==> config.mk <==
export PLATFORM = sky130hd
export DESIGN_NAME = tpx_serial_tx
export DESIGN_NICKNAME = d
export VERILOG_FILES = /design/src/rtl/tpx_pkg.sv /design/src/rtl/tpx_src_mux.sv /design/src/rtl/tpx_shifter.sv /design/src/rtl/tpx_fsm.sv /design/src/rtl/tpx_serial_tx.sv
export SDC_FILE = /design/constraint.sdc
export NUM_CORES = 1
export LEC_CHECK = 0
export CAP_MARGIN = 20
export CORE_UTILIZATION = 45
export DETAILED_ROUTE_END_ITERATION = 8
export GPL_TIMING_DRIVEN = 0
export PLACE_DENSITY = 0.86
export SYNTH_ARGS = -nofsm -noshare
export SYNTH_HDL_FRONTEND = slang
export SYNTH_SLANG_ARGS = --single-unit
==> constraint.sdc <==
create_clock -name clk -period 1.4 [get_ports clk]
set_input_delay 0.21 -clock clk [delete_from_list [all_inputs] [get_ports clk]]
set_output_delay 0.21 -clock clk [all_outputs]
set_load 0.02 [all_outputs]
==> src/rtl/tpx_pkg.sv <==
package tpx_pkg;
    typedef enum logic [1:0] {
        S_OFF  = 2'd0,
        S_DATA = 2'd1,
        S_FILL = 2'd2
    } tpx_state_e;
endpackage

==> src/rtl/tpx_src_mux.sv <==
module tpx_src_mux #(
    parameter int W = 8
) (
    input  logic         take_fifo,
    input  logic         idle_sel,
    input  logic [W-1:0] idle_char,
    input  logic [W-1:0] fifo_data,
    output logic [W-1:0] load_val
);
    localparam logic [W-1:0] ALL_ONES = '1;

    always_comb begin
        if (take_fifo)
            load_val = fifo_data;
        else if (idle_sel)
            load_val = idle_char;
        else
            load_val = ALL_ONES;
    end
endmodule

==> src/rtl/tpx_shifter.sv <==
module tpx_shifter #(
    parameter int W = 8
) (
    input  logic         clk,
    input  logic         rst_n,
    input  logic         clear,
    input  logic         step,
    input  logic         load,
    input  logic [W-1:0] load_val,
    output logic         at_boundary,
    output logic         ser_out
);
    localparam int CW = (W > 1) ? $clog2(W) : 1;
    localparam logic [CW-1:0] LAST = CW'(W - 1);
    localparam logic [CW-1:0] ONE  = CW'(1);

    logic [CW-1:0] bit_cnt;
    logic [W-1:0]  shreg;

    assign at_boundary = (bit_cnt == '0);

    always_ff @(posedge clk or negedge rst_n) begin
        if (!rst_n) begin
            bit_cnt <= '0;
            shreg   <= '1;
            ser_out <= 1'b1;
        end else if (clear) begin
            bit_cnt <= '0;
            shreg   <= '1;
            ser_out <= 1'b1;
        end else if (step) begin
            if (load) begin
                ser_out <= load_val[0];
                shreg   <= {1'b1, load_val[W-1:1]};
                bit_cnt <= ONE;
            end else begin
                ser_out <= shreg[0];
                shreg   <= {1'b1, shreg[W-1:1]};
                bit_cnt <= (bit_cnt == LAST) ? '0 : bit_cnt + ONE;
            end
        end
    end
endmodule

==> src/rtl/tpx_fsm.sv <==
module tpx_fsm
    import tpx_pkg::*;
(
    input  logic clk,
    input  logic rst_n,
    input  logic clear,
    input  logic step,
    input  logic at_boundary,
    input  logic fifo_valid,
    output logic fifo_pop,
    output logic load,
    output logic take_fifo,
    output logic tx_done
);
    tpx_state_e state_q, state_d;
    logic       done_set;

    always_ff @(posedge clk or negedge rst_n) begin
        if (!rst_n) begin
            state_q <= S_OFF;
            tx_done <= 1'b0;
        end else begin
            state_q <= state_d;
            tx_done <= done_set;
        end
    end

    always_comb begin
        state_d   = state_q;
        fifo_pop  = 1'b0;
        load      = 1'b0;
        take_fifo = 1'b0;
        done_set  = 1'b0;
        if (clear) begin
            state_d = S_OFF;
        end else if (step && at_boundary) begin
            load      = 1'b1;
            take_fifo = fifo_valid;
            fifo_pop  = fifo_valid;
            unique case (state_q)
                S_OFF:   state_d = fifo_valid ? S_DATA : S_FILL;
                S_DATA: begin
                    state_d  = fifo_valid ? S_DATA : S_FILL;
                    done_set = !fifo_valid;
                end
                S_FILL:  state_d = fifo_valid ? S_DATA : S_FILL;
                default: state_d = S_OFF;
            endcase
        end
    end
endmodule

==> src/rtl/tpx_serial_tx.sv <==
module tpx_serial_tx #(
    parameter int W = 8
) (
    input  logic         clk,
    input  logic         rst_n,
    input  logic         tx_enable,
    input  logic         tx_reset,
    input  logic         bit_en,
    input  logic         idle_sel,
    input  logic [W-1:0] idle_char,
    input  logic         fifo_valid,
    input  logic [W-1:0] fifo_data,
    output logic         fifo_pop,
    output logic         ser_out,
    output logic         tx_done
);
    logic         clear;
    logic         at_boundary;
    logic         load;
    logic         take_fifo;
    logic [W-1:0] load_val;

    assign clear = !tx_enable || tx_reset;

    tpx_fsm u_fsm (
        .clk         (clk),
        .rst_n       (rst_n),
        .clear       (clear),
        .step        (bit_en),
        .at_boundary (at_boundary),
        .fifo_valid  (fifo_valid),
        .fifo_pop    (fifo_pop),
        .load        (load),
        .take_fifo   (take_fifo),
        .tx_done     (tx_done)
    );

    tpx_src_mux #(.W(W)) u_mux (
        .take_fifo (take_fifo),
        .idle_sel  (idle_sel),
        .idle_char (idle_char),
        .fifo_data (fifo_data),
        .load_val  (load_val)
    );

    tpx_shifter #(.W(W)) u_shift (
        .clk         (clk),
        .rst_n       (rst_n),
        .clear       (clear),
        .step        (bit_en),
        .load        (load),
        .load_val    (load_val),
        .at_boundary (at_boundary),
        .ser_out     (ser_out)
    );
endmodule

==> results.json <==
{
  "status": "finished with violations",
  "violations": "setup timing",
  "ios": 26,
  "finalCritPeriodShare": 1.11,
  "r2r_cells": 7,
  "wl_per_cell_microns": 15.0,
  "numCtsBuffers": 3,
  "initial_core_util": 0.480,
  "synth-seq-area-share": 0.435,
  "mostFrequentLayoutCells": "clkdlybuf4s50_1, nor3_1, nand2_1, dfstp_2, a31oi_1",
  "yosysTopAreaCell": "dfstp_2",
  "final_cells": 139,
  "cts_buffer_depth": 2,
  "drive_above_1_share": 0.298,
  "synthArstFlopShare": 1.00,
  "antenna_cells": 0,
  "fp-row-count": 15,
  "viasPerCell": 5.56,
  "cap_violations": 0,
  "yosys_warnings": 0,
  "design.core.area_sq_um": 1730,
  "synthesis.instances": 82,
  "cts.sinks": 14,
  "start_kind": "primary input",
  "path_clk_slew_ns": 0.09,
  "synth-xor-area-share": 0,
  "drt_wl_total_mm": 2.09,
  "worst_slew_margin_rel": 0.578,
  "path_class": "in -> out",
  "ys_ff_latch": 14,
  "grt_pass1_wl_mm": 3.36,
  "clk_latency_ns": 0.29,
  "htreeDepth": 1,
  "synth_top_family_by_area": "compound AO/OA/AOI/OAI gates",
  "grt_max_degree": 15,
  "place_ws_ns": -0.640,
  "fin_nets": 141,
  "min_period_ns": 1.55,
  "vias": 773,
  "synth-compound-area-share": 0.234,
  "grt_overflow": 0,
  "dieArea_sq_um": 2020,
  "synth_fa_ha_area_frac": 0.0453,
  "grt_setup_unrepaired": "yes",
  "ir_worst_vdd_mv": 0.864,
  "hold_viol_final": 0,
  "ant_nets": 0,
  "drc": 0,
  "syn_nets": 108,
  "p_leak_uw": 0.000484,
  "synth_top_area_frac": 0.254,
  "max_freq_mhz": 645,
  "grt_pass1_vias": 760,
  "worstMarginPinSlew_ns": 0.632,
  "syn_area_per_cell_sq_um": 10.1,
  "synth_ff_type": "dfstp_2",
  "cp_data_arrival_time_ns": 1.34,
  "crit_required_ns": 1.19,
  "muxShareOfSynthArea": 0.0121,
  "cp-end-kind": "primary output",
  "slew_viol_final": 0,
  "syn_area_sq_um": 828,
  "reg2reg_to": "u_shift.bit_cnt[0]",
  "ys_types": 25,
  "numPortBuffers": 25,
  "die_y_microns": 44.9,
  "pwr_density_cell_nw_per_um2": 788,
  "finClkSkew_ns": 0.00621,
  "synth-simple-area-share": 0.202,
  "ys_top_cells_by_area": "dfstp_2, dfrtp_1, o221ai_2",
  "cp_max_fo": 10,
  "cts_tree": "done",
  "area_delta_synth_final_pct": 44.3,
  "final_common_cell": "clkdlybuf4s50_1",
  "regToRegSetupSlack_ns": -0.12,
  "track_usage": 0.243,
  "fin_ws_ns": -0.149,
  "setup_viol": 3,
  "grt_antenna_before_repair": 0,
  "die_w_microns": 44.9,
  "dr.first_iter.drc_count": 13,
  "r2r-start": "u_shift.bit_cnt[0]",
  "place_congestion": 0.780,
  "dp_hpwl_mm": 1.42,
  "dp_cells": 132,
  "dr.pass1.iters": 4,
  "min_path_type": "in -> async",
  "cts-root-buf": "clkbuf_4",
  "synth_edf_count": 0
}
-- logic make-up after synthesis --
group	after synthesis
AOI/OAI and AO/OA	22
buffers and inverters	10
adders and majority gates	3
muxes	1
DFF	14
and+or+nand+nor	32
-- cells in the mapped netlist, drive strengths merged (2+ instances only) --
| cell | number |
|---|---|
| buf | 5 |
| a21oi | 4 |
| a211o | 2 |
| nand2b | 2 |
| a31oi | 7 |
| ha | 3 |
| inv | 5 |
| nor3 | 11 |
| dfrtp | 6 |
| dfstp | 8 |
| nand2 | 9 |
| nor2 | 6 |
| o221ai | 7 |
-- report_power, final --
group | internal, uW | switching (uW)
clock | 159 | 137
sequential | 423 | 8.15
combinational | 118 | 97.4
-- registers in the layout, summed over array words and instances, names as in the netlist --
name	count
u_fsm.tx_done	1
u_shift.shreg	7
u_shift.bit_cnt	3
u_fsm.state_q	2
u_shift.ser_out	1
-- critical path: stages --
cell and delay [ns]:
clkdlybuf4s50_1 0.50, nand2b_4 0.06, buf_6 0.13, buf_6 0.14, nor3_2 0.14, buf_4 0.16
-- worst max-delay path by stage --
stage                        from                 end  slack, ns
6_report                tx_enable            fifo_pop      -0.15
3_5_place_dp             tx_reset            fifo_pop      -0.64
3_3_place_gp             tx_reset            fifo_pop      -0.62
4_1_cts                  tx_reset            fifo_pop      -0.15
2_1_floorplan  u_shift.bit_cnt[0]  u_shift.bit_cnt[0]       0.12
5_1_grt        u_shift.bit_cnt[0]            fifo_pop      -0.21
-- repair_timing --
item | 4_1_cts | 5_1_grt
pin swaps | 0 | 1
resized for setup | 12 | 1
setup buffers | 0 | 3
hold buffers | 0 | 0
endpoints found under the hold margin | 0 | 0
endpoints found under the setup margin | 7 | 3
-- cell type report --
type / instances / area (sq um)
Fill cell: 144 / 532
Multi-Input combinational cell: 58 / 434
Sequential cell: 14 / 360
Timing Repair Buffer: 28 / 268
Buffer: 5 / 46.3
Clock buffer: 4 / 36.3
Tap cell: 25 / 31.3
Inverter: 5 / 18.8
-- routing by layer --
layer | track usage | vias up | wire length (microns)
met5 | 0 | - | 0
met4 | 0.121 | 0 | 34
met3 | 0.0560 | 5 | 104
met2 | 0.421 | 23 | 1120
met1 | 0.281 | 379 | 832
li1 | - | 366 | -
-- stage by stage --
stage	setup TNS, ns	instance area [sq um]	total power, uW	util	hold WS, ns
CTS	-0.153	1160	942	0.675	0.323
finish	-0.292	1190	942	0.692	0.308
global placement	-0.630	1110	633	0.646	0.478
global route	-0.466	1190	988	0.692	0.363
detailed placement	-0.979	1110	639	0.646	0.490
floorplan	0	833	539	-	-0.0856
Note: power is estimated with default switching activity, not from simulation.
